$ cat src/rtl/stm_pkg.sv
package stm_pkg;

    localparam int DATA_W = 32;

    typedef enum logic [1:0] {
        ST_IDLE,
        ST_LANE,
        ST_FILL,
        ST_CHECK
    } stm_state_e;

    typedef struct packed {
        logic [DATA_W-1:0] expd;
        logic [DATA_W-1:0] seen;
    } stm_pair_t;

    function automatic logic [DATA_W-1:0] lfsr_step(
        input logic [DATA_W-1:0] s,
        input logic [DATA_W-1:0] poly
    );
        return s[0] ? ((s >> 1) ^ poly) : (s >> 1);
    endfunction

endpackage

$ cat src/rtl/stm_pattern_src.sv
module stm_pattern_src
    import stm_pkg::*;
#(
    parameter logic [DATA_W-1:0] SEED = 32'h1D87_2B41,
    parameter logic [DATA_W-1:0] POLY = 32'h8020_0003
) (
    input  logic              clk,
    input  logic              rst,
    input  logic              advance,
    output logic [DATA_W-1:0] pattern
);
    logic [DATA_W-1:0] state_q;

    always_ff @(posedge clk) begin
        if (rst) begin
            state_q <= SEED;
        end else if (advance) begin
            state_q <= lfsr_step(state_q, POLY);
        end
    end

    assign pattern = state_q;
endmodule

$ cat src/rtl/stm_lane_counter.sv
module stm_lane_counter #(
    parameter int STRIDE = 20,
    localparam int OFF_W = $clog2(STRIDE)
) (
    input  logic             clk,
    input  logic             rst,
    input  logic             clear,
    input  logic             step,
    output logic [OFF_W-1:0] phase
);
    localparam logic [OFF_W-1:0] WRAP_AT = OFF_W'(STRIDE - 1);

    logic [OFF_W-1:0] phase_q;

    always_ff @(posedge clk) begin
        if (rst || clear) begin
            phase_q <= '0;
        end else if (step) begin
            phase_q <= (phase_q == WRAP_AT) ? '0 : phase_q + 1'b1;
        end
    end

    assign phase = phase_q;
endmodule

$ cat src/rtl/stm_compare.sv
module stm_compare
    import stm_pkg::*;
#(
    parameter int ADDR_W = 16
) (
    input  logic              clk,
    input  logic              rst,
    input  logic              rd_issue,
    input  logic [ADDR_W-1:0] rd_addr,
    input  logic [DATA_W-1:0] expect_word,
    input  logic [DATA_W-1:0] rdata,
    output logic              ev_valid,
    output logic [ADDR_W-1:0] ev_addr,
    output stm_pair_t         ev_pair
);
    logic              pend_q;
    logic [ADDR_W-1:0] addr_q;
    logic              miss;

    assign miss = pend_q && (rdata != expect_word);

    always_ff @(posedge clk) begin
        if (rst) begin
            pend_q   <= 1'b0;
            addr_q   <= '0;
            ev_valid <= 1'b0;
            ev_addr  <= '0;
            ev_pair  <= '0;
        end else begin
            pend_q   <= rd_issue;
            addr_q   <= rd_addr;
            ev_valid <= miss;
            if (miss) begin
                ev_addr      <= addr_q;
                ev_pair.expd <= expect_word;
                ev_pair.seen <= rdata;
            end
        end
    end
endmodule

$ cat src/rtl/stride_mem_tester.sv
module stride_mem_tester
    import stm_pkg::*;
#(
    parameter int ADDR_W = 16,
    parameter int REP_W  = 4,
    parameter int STRIDE = 20,
    parameter logic [DATA_W-1:0] SEED = 32'h1D87_2B41,
    parameter logic [DATA_W-1:0] POLY = 32'h8020_0003
) (
    input  logic              clk,
    input  logic              rst,
    input  logic              start,
    input  logic [ADDR_W-1:0] cfg_base,
    input  logic [ADDR_W-1:0] cfg_last,
    input  logic [REP_W-1:0]  cfg_reps,
    output logic              busy,
    output logic              done,
    output logic              mem_en,
    output logic              mem_we,
    output logic [ADDR_W-1:0] mem_addr,
    output logic [DATA_W-1:0] mem_wdata,
    input  logic [DATA_W-1:0] mem_rdata,
    output logic              err_valid,
    output logic [ADDR_W-1:0] err_addr,
    output logic [DATA_W-1:0] err_exp,
    output logic [DATA_W-1:0] err_obs
);
    localparam int OFF_W = $clog2(STRIDE);
    localparam logic [ADDR_W:0]  STEP_V   = (ADDR_W + 1)'(STRIDE);
    localparam logic [OFF_W-1:0] OFF_LAST = OFF_W'(STRIDE - 1);
    localparam logic [REP_W-1:0] REP_ONE  = REP_W'(1);

    stm_state_e        state_q;
    logic [ADDR_W-1:0] base_q, last_q;
    logic [REP_W-1:0]  reps_q, rep_q;
    logic [OFF_W-1:0]  off_q;
    logic [ADDR_W:0]   cur_q;
    logic              done_q;

    logic [DATA_W-1:0] pattern;
    logic [OFF_W-1:0]  phase;
    logic              accept, in_range, fill_end, lane_hit, rd_issue;
    logic [ADDR_W:0]   base_x, off_x, off_nx_x;
    logic [OFF_W-1:0]  off_nx;
    stm_pair_t         ev_pair;

    assign accept   = start && (state_q == ST_IDLE);
    assign in_range = cur_q <= {1'b0, last_q};
    assign fill_end = (state_q == ST_FILL) && (cur_q[ADDR_W-1:0] == last_q);
    assign lane_hit = (phase == off_q);
    assign rd_issue = (state_q == ST_CHECK) && in_range;
    assign base_x   = {1'b0, base_q};
    assign off_x    = (ADDR_W + 1)'(off_q);
    assign off_nx   = off_q + 1'b1;
    assign off_nx_x = (ADDR_W + 1)'(off_nx);

    stm_pattern_src #(
        .SEED(SEED),
        .POLY(POLY)
    ) u_pattern (
        .clk    (clk),
        .rst    (rst),
        .advance(accept),
        .pattern(pattern)
    );

    stm_lane_counter #(
        .STRIDE(STRIDE)
    ) u_lane (
        .clk  (clk),
        .rst  (rst),
        .clear((state_q != ST_FILL) || fill_end),
        .step (state_q == ST_FILL),
        .phase(phase)
    );

    stm_compare #(
        .ADDR_W(ADDR_W)
    ) u_compare (
        .clk        (clk),
        .rst        (rst),
        .rd_issue   (rd_issue),
        .rd_addr    (cur_q[ADDR_W-1:0]),
        .expect_word(pattern),
        .rdata      (mem_rdata),
        .ev_valid   (err_valid),
        .ev_addr    (err_addr),
        .ev_pair    (ev_pair)
    );

    assign err_exp = ev_pair.expd;
    assign err_obs = ev_pair.seen;

    // Memory port: one access per cycle, driven from the sweep state.
    always_comb begin
        mem_en    = 1'b0;
        mem_we    = 1'b0;
        mem_wdata = pattern;
        mem_addr  = cur_q[ADDR_W-1:0];
        unique case (state_q)
            ST_LANE: begin
                mem_en = in_range;
                mem_we = in_range;
            end
            ST_FILL: begin
                mem_en    = !lane_hit;
                mem_we    = !lane_hit;
                mem_wdata = ~pattern;
            end
            ST_CHECK: begin
                mem_en = in_range;
            end
            default: begin
                mem_en = 1'b0;
            end
        endcase
    end

    always_ff @(posedge clk) begin
        if (rst) begin
            state_q <= ST_IDLE;
            base_q  <= '0;
            last_q  <= '0;
            reps_q  <= REP_ONE;
            rep_q   <= REP_ONE;
            off_q   <= '0;
            cur_q   <= '0;
            done_q  <= 1'b0;
        end else begin
            done_q <= 1'b0;
            unique case (state_q)
                ST_IDLE: begin
                    if (accept) begin
                        base_q <= cfg_base;
                        last_q <= cfg_last;
                        reps_q <= (cfg_reps == '0) ? REP_ONE : cfg_reps;
                        off_q  <= '0;
                        cur_q  <= {1'b0, cfg_base};
                        if (cfg_last < cfg_base) begin
                            done_q <= 1'b1;
                        end else begin
                            state_q <= ST_LANE;
                        end
                    end
                end
                ST_LANE: begin
                    if (in_range) begin
                        cur_q <= cur_q + STEP_V;
                    end else begin
                        state_q <= ST_FILL;
                        cur_q   <= base_x;
                        rep_q   <= REP_ONE;
                    end
                end
                ST_FILL: begin
                    if (fill_end) begin
                        if (rep_q == reps_q) begin
                            state_q <= ST_CHECK;
                            cur_q   <= base_x + off_x;
                        end else begin
                            rep_q <= rep_q + 1'b1;
                            cur_q <= base_x;
                        end
                    end else begin
                        cur_q <= cur_q + 1'b1;
                    end
                end
                ST_CHECK: begin
                    if (in_range) begin
                        cur_q <= cur_q + STEP_V;
                    end else if (off_q == OFF_LAST) begin
                        state_q <= ST_IDLE;
                        done_q  <= 1'b1;
                    end else begin
                        off_q   <= off_nx;
                        cur_q   <= base_x + off_nx_x;
                        state_q <= ST_LANE;
                    end
                end
                default: state_q <= ST_IDLE;
            endcase
        end
    end

    assign busy = (state_q != ST_IDLE);
    assign done = done_q;
endmodule

$ cat config.mk
export PLATFORM = sky130hd
export DESIGN_NAME = stride_mem_tester
export DESIGN_NICKNAME = d
export VERILOG_FILES = /design/src/rtl/stm_pkg.sv /design/src/rtl/stm_pattern_src.sv /design/src/rtl/stm_lane_counter.sv /design/src/rtl/stm_compare.sv /design/src/rtl/stride_mem_tester.sv
export SDC_FILE = /design/constraint.sdc
export NUM_CORES = 1
export LEC_CHECK = 0
export BUFFER_PORTS_ARGS = -buffer_cell sky130_fd_sc_hd__buf_2
export CAP_MARGIN = 40
export CORE_MARGIN = 2
export CORE_UTILIZATION = 35
export DETAILED_ROUTE_END_ITERATION = 8
export GPL_TIMING_DRIVEN = 0
export HOLD_SLACK_MARGIN = 0.08
export PLACE_DENSITY = 0.62
export SYNTH_ARGS = -nofsm -noshare
export SYNTH_HDL_FRONTEND = slang
export SYNTH_SLANG_ARGS = --single-unit
$ cat constraint.sdc
create_clock -name clk -period 2.93 [get_ports clk]
set_clock_uncertainty 0.15 [all_clocks]
set_input_delay 0.1465 -clock clk [delete_from_list [all_inputs] [get_ports clk]]
set_output_delay 0.1465 -clock clk [all_outputs]
set_load 0.01 [all_outputs]
==> qor.yml, run 1 <==
seq_area_sq_um: 4040
wl_per_cell_um: 19.9
final_cells: 2054
critPathBufInv: 2
dieArea_sq_um: 33300
numCtsBuffers: 17
dr.first_iter.drc_count: 777
drcViolationCount: 0
chipWidth_um: 182
synth.net_count: 1452
p_leak_uw: 0.00684
netlist.area_leader.share_pct: 35.9
crit_path_end_kind: "output port"
grt_usage_pct: 24.0
final_nets: 1763
synth_area_leaders: "dfxtp_1 (36%), mux2i_1 (7.7%), xor2_1 (7.1%)"
grt_pass1_wl_um: 61400
cp-start-kind: "flip-flop"
fin_ws_ns: -0.126
rsz0062_at_grt: "true"
synth_cell_types: 74
critical_path.max_stage_delay_ns: 0.45
hpwl_um: 31200
grt_max_degree: 22
ctsLongestPathBuffers: 2
arrival_ns: 2.76
hold_viol: 0
max_slew.worst_pin.slew_ns: 0.872
die_y_um: 182
drive_gt1_share_pct: 23.8
worst_skew_pair.late_latency_ns: 0.45
multiInputGateArea_sq_um: 6940
grt_pass1_vias: 10332
cts-root-buf: "clkbuf_16"
vias_per_cell: 5.31
peakVddDrop_mv: 0.546
syn-cell-area_sq_um: 11100
cts_sinks: 200
io_pins: 204
period_share_pct: 104
cts_tree: "yes"
syn2layout_area_growth_pct: 31.7
nFillCells: 3031
core_sq_um: 31500
wl_um: 40900
slew_headroom_pct: 41.8
postSynthAreaPerCell_sq_um: 8.40
hold_class: "in2reg"
diodes: 0
yosysWarnings: 0
ys_seq_area_share_pct: 35.9
overflow: 0
rows: 65
min_period_ns: 3.06
wl_met3_um: 2870
hold_ws_ns: 0.109
maxCapViolCount: 0
antenna_found_initial: 1
status: "finished, violations left"
synth_edf_count: 0
setup_viol_count_final: 7
synth_ff_type: "dfxtp_1"
wl_met1_um: 18400
synth_area_leader_cell: "dfxtp_1"
synth_cells: 1328
crit_type: "reg2out"
worst_path_most_repeated_cell: "buf_6"
routed.top_layer: "met5"
fmax_mhz: 327
path_cells: "ha_1, a21o_1, a211oi_2, o211ai_2, o31ai_4, buf_6, nand2_4, a21boi_4, buf_6"
violations: "negative setup slack"
layout_common_cells: "buf_2 (213), dfxtp_1 (184), nand2_1 (178), nor2_1 (133), xor2_1 (90)"
pre_cts_slack_ns: -0.645
ctsHtreeMaxLevel: 4
dp.cells: 1934
gp_congestion: 1.07
drtPass1Iterations: 5
start_util_pct: 35.4
layout_commonest_cell: "buf_2"
finalMaxSlewViolations: 0
slowest_stage: "o31ai_4"
clk_pin_slew_worst_paths_ns: 0.08
critPathTopFamily: "compound AO/OA/AOI/OAI gates"
io_buffers: 202
ant_nets: 0
synthArstFlopShare_pct: 0
vias: 10915
wl_met2_um: 18900
worstPathMaxFanout: 4
required_ns: 2.63
p_per_area_nw_per_um2: 808
ys_ff_latch: 200
-- per-stage QoR --
stage / util (%) / power, uW / area (sq um) / setup TNS (ns)
3_5_place_dp: 40.3 / 8500 / 12700 / -32.24
5_1_grt: 46.7 / 12400 / 14700 / -1.26
6_report: 46.7 / 11900 / 14700 / -0.504
4_1_cts: 45.5 / 11300 / 14300 / -0.360
2_1_floorplan: - / 6660 / 11100 / 0
3_3_place_gp: 40.2 / 8470 / 12700 / -30.90
-- flip-flops by register name (all words and copies together) (netlist names) --
name,flops
cur_q,17
u_compare.pend_q,1
u_compare.ev_pair,64
done,1
u_compare.ev_valid,1
off_q,5
rep_q,4
base_q,16
reps_q,4
state_q,2
last_q,16
u_lane.phase,5
u_pattern.pattern,32
u_compare.addr_q,16
u_compare.ev_addr,16
-- cells in the mapped netlist (12+ instances only) --
cell type / instances
clkbuf_1: 62
nor2b_1: 17
o21ai_0: 29
dfxtp_1: 200
nand4_1: 19
xor2_1: 91
buf_2: 14
nand2_1: 180
nor2_1: 136
ha_1: 51
nand3b_1: 17
inv_1: 47
mux2i_1: 86
nand3_1: 24
xnor2_1: 30
a21oi_1: 89
nor3_1: 20
buf_4: 16
and3_1: 12
-- cells by family (layout without fill, tap and decap cells) --
group | after synthesis | in the layout | synth area share, %
compound gates | 236 | 236 | 14.3
xor+xnor | 121 | 121 | 9.51
fa+ha+maj | 53 | 53 | 6.08
buf+inv | 149 | 473 | 5.85
flops | 200 | 200 | 35.9
mux | 88 | 88 | 7.96
simple gates | 481 | 481 | 20.4
-- worst paths after layout --
| path | from | depth (start not counted) | slack, ns | end |
|---|---|---|---|---|
| min reg2reg | last_q[9] | 2 | 0.31 | last_q[9] |
| max reg2reg | cur_q[13] | 9 | -0.11 | cur_q[3] |
| max | cur_q[13] | 9 | -0.13 | mem_we |
| min | start | 4 | 0.11 | cur_q[1] |
-- metal layers --
metal  global-route usage (%)  vias to the layer above
met1                     32.3                     5208
met5                        0                        -
li1                         -                     5228
met3                     4.65                       53
met2                     39.5                      424
met4                     6.06                        2
-- timing repair --
item | in CTS | in global routing
setup endpoints to repair | 141 | 96
setup buffers | 14 | 9
gates resized for setup | 76 | 63
hold buffers | 69 | 0
hold endpoints to repair | 81 | 0
pin swaps | 23 | 25
-- power by group --
part | internal, uW | switching [uW] | leakage [uW] | total, uW
sequential | 3080 | 562 | 0.00164 | 3650
combinational | 2250 | 3550 | 0.00491 | 5790
clock | 1160 | 1260 | 0.000292 | 2420
-- worst reg2reg max path: stages, from the launching register on --
cell and delay [ns]:
dfxtp_1 0.40, ha_1 0.24, a21o_1 0.17, a211oi_2 0.28, o211ai_2 0.19, o31ai_4 0.45, buf_6 0.23, mux2_2 0.38
a221oi_4 0.31, o41ai_2 0.11
-- area by class of cell --
cell class	count	share of cell area (%)
buffer	98	3.46
clock buffer	18	2.92
clock inverter	14	1.18
inverter	47	1.20
multi-input combinational	979	47.3
sequential	200	27.5
tap	402	3.42
timing repair buffer	296	13.0
Power figures use the tool's default switching activity.
==> run 2, diff against run 1 <==
--- a/config.mk
+++ b/config.mk
@@ -8,11 +8,11 @@
 export BUFFER_PORTS_ARGS = -buffer_cell sky130_fd_sc_hd__buf_2
 export CAP_MARGIN = 40
 export CORE_MARGIN = 2
-export CORE_UTILIZATION = 35
+export CORE_UTILIZATION = 30
 export DETAILED_ROUTE_END_ITERATION = 8
 export GPL_TIMING_DRIVEN = 0
 export HOLD_SLACK_MARGIN = 0.08
-export PLACE_DENSITY = 0.62
+export PLACE_DENSITY = 0.56
 export SYNTH_ARGS = -nofsm -noshare
 export SYNTH_HDL_FRONTEND = slang
 export SYNTH_SLANG_ARGS = --single-unit
==> qor.yml, run 2 (synthesis results as in run 1) <==
status: "finished, violations left"
violations: "negative setup slack"
cp-start-kind: "flip-flop"
crit_path_end_kind: "flip-flop"
slowest_stage: "dfxtp_4"
final_nets: 1794  # +1.8%
p_leak_uw: 0.00701  # +2.6%
hold_class: "in2reg"
placed_area_sq_um: 12800  # +0.65%
io_buffers: 202  # unchanged
period_share_pct: 104  # -0.39 points
numCtsBuffers: 17  # unchanged
drive_gt1_share_pct: 27.2  # +3.4 points
drcViolationCount: 0  # unchanged
grt_usage_pct: 22.1  # -1.9 points
p_per_area_nw_per_um2: 834  # +3.3%
layout_commonest_cell: "buf_2"
worstPathMaxFanout: 4  # unchanged
fin_ws_ns: -0.114  # +0.0114 ns
vias_per_cell: 5.12  # -3.6%
rsz0062_at_grt: "true"
arrival_ns: 3.20  # +0.44 ns
drtPass1Iterations: 5  # unchanged
cts-root-buf: "clkbuf_16"
min_period_ns: 3.04  # -0.0114 ns
ctsHtreeMaxLevel: 4  # unchanged
worst_path_most_repeated_cell: "buf_4"
wl_per_cell_um: 20.4  # +2.3%
grt_pass1_wl_um: 64600  # +5.1%
dieArea_sq_um: 38700  # +16%
hold_viol: 0  # unchanged
grt_pass1_vias: 10506  # +1.7%
peakVddDrop_mv: 0.435  # -20%
slew_headroom_pct: 41.2  # -0.65 points
pre_cts_slack_ns: -0.738  # -0.0931 ns
crit_type: "reg2reg"
fmax_mhz: 328  # +0.37%
overflow: 0  # unchanged
wl_um: 43800  # +7.2%
core_sq_um: 36600  # +16%
start_util_pct: 30.5  # -5.0 points
cts_tree: "yes"
syn2layout_area_growth_pct: 36.5
ant_nets: 0  # unchanged
path_cells: "ha_4, xor2_1, ha_1, nor2b_2, o31a_1, buf_4, buf_4, o211ai_1, a21boi_4, mux2i_1, a2111oi_2, o41ai_1"
finalMaxSlewViolations: 0  # unchanged
top_register: "u_compare.ev_pair"
critPathBufInv: 2  # unchanged
setup_viol_count_final: 7  # unchanged
critical_path.max_stage_delay_ns: 0.37  # -0.08 ns
antenna_found_initial: 1  # unchanged
rows: 70  # +7.7%
dr.first_iter.drc_count: 882  # +14%
die_y_um: 197  # +7.8%
final_cell_area_sq_um: 15200  # +3.6%
layout_common_cells: "buf_2 (213), nand2_1 (179), dfxtp_1 (178), nor2_1 (132), xor2_1 (91)"
chipWidth_um: 197  # +7.8%
maxCapViolCount: 0  # unchanged
clk_pin_slew_worst_paths_ns: 0.09  # about the same
required_ns: 3.09  # +0.46 ns
cts_sinks: 200  # unchanged
vias: 11019  # +0.95%
gp_congestion: 0.982  # -8.2%
hpwl_um: 32600  # +4.7%
max_slew.worst_pin.slew_ns: 0.882  # +0.00971 ns
hold_ws_ns: 0.120  # +0.0108 ns
critPathTopFamily: "compound AO/OA/AOI/OAI gates"
worst_skew_pair.late_latency_ns: 0.46  # about the same
dp.cells: 2000  # +3.4%
nFillCells: 3731  # +23%
ctsLongestPathBuffers: 2  # unchanged
largest_reg_flops: 64  # unchanged
io_pins: 204  # unchanged
final_cells: 2152  # +4.8%
grt_max_degree: 22  # unchanged
## run 2: final cells by class
| cell class | count | area (sq um) | area share [%] |
|---|---|---|---|
| multi-input cells | 979 | 7110 | 46.7 |
| inverters | 47 | 176 | 1.16 |
| clock buffers | 18 | 439 | 2.89 |
| repair buffers | 327 | 2160 | 14.2 |
| well taps | 468 | 586 | 3.85 |
| clock inverters | 14 | 196 | 1.29 |
| diodes | 1 | 2.50 | 0.0164 |
| flip-flops and latches | 200 | 4050 | 26.6 |
| plain buffers | 98 | 500 | 3.29 |
## run 2: routing by layer
| layer | track usage, % | share of wire (%) |
|---|---|---|
| met1 | 30.3 | 46 |
| met2 | 35.6 | 45 |
| met3 | 3.39 | 5.8 |
| met4 | 6.91 | 2.9 |
| met5 | 0 | 0 |
## run 2: what timing repair did
| item | CTS | global route |
|---|---|---|
| buffers inserted | 38 | 17 |
| hold endpoints to repair | 78 | 0 |
| resized for setup | 107 | 79 |
| endpoints found under the setup margin | 141 | 133 |
| pin swaps | 29 | 35 |
| hold buffers | 69 | 0 |
## run 2: worst paths after layout
| path | startpoint | endpoint | slack [ns] | cells past startpoint |
|---|---|---|---|---|
| hold / removal | rst | u_compare.addr_q[14] | 0.12 | 2 |
| hold reg to reg | last_q[6] | last_q[6] | 0.31 | 2 |
| setup / recovery | off_q[0] | cur_q[10] | -0.11 | 12 |
| setup reg to reg | off_q[0] | cur_q[10] | -0.11 | 12 |
## run 2: where the power goes
part           switching [uW]  leakage, uW  internal, uW
clock network            1280     0.000307          1270
registers                 537      0.00164          3090
logic                    3840      0.00507          2670
## run 2: metrics by stage
step,util (%),setup TNS (ns),power [uW]
global placement,34.8,-25.30,8570
global route,41.6,-1.05,13300
floorplan,-,0,6660
finish,41.6,-0.372,12700
detailed placement,34.9,-20.79,8600
CTS,40.3,-0.191,12100
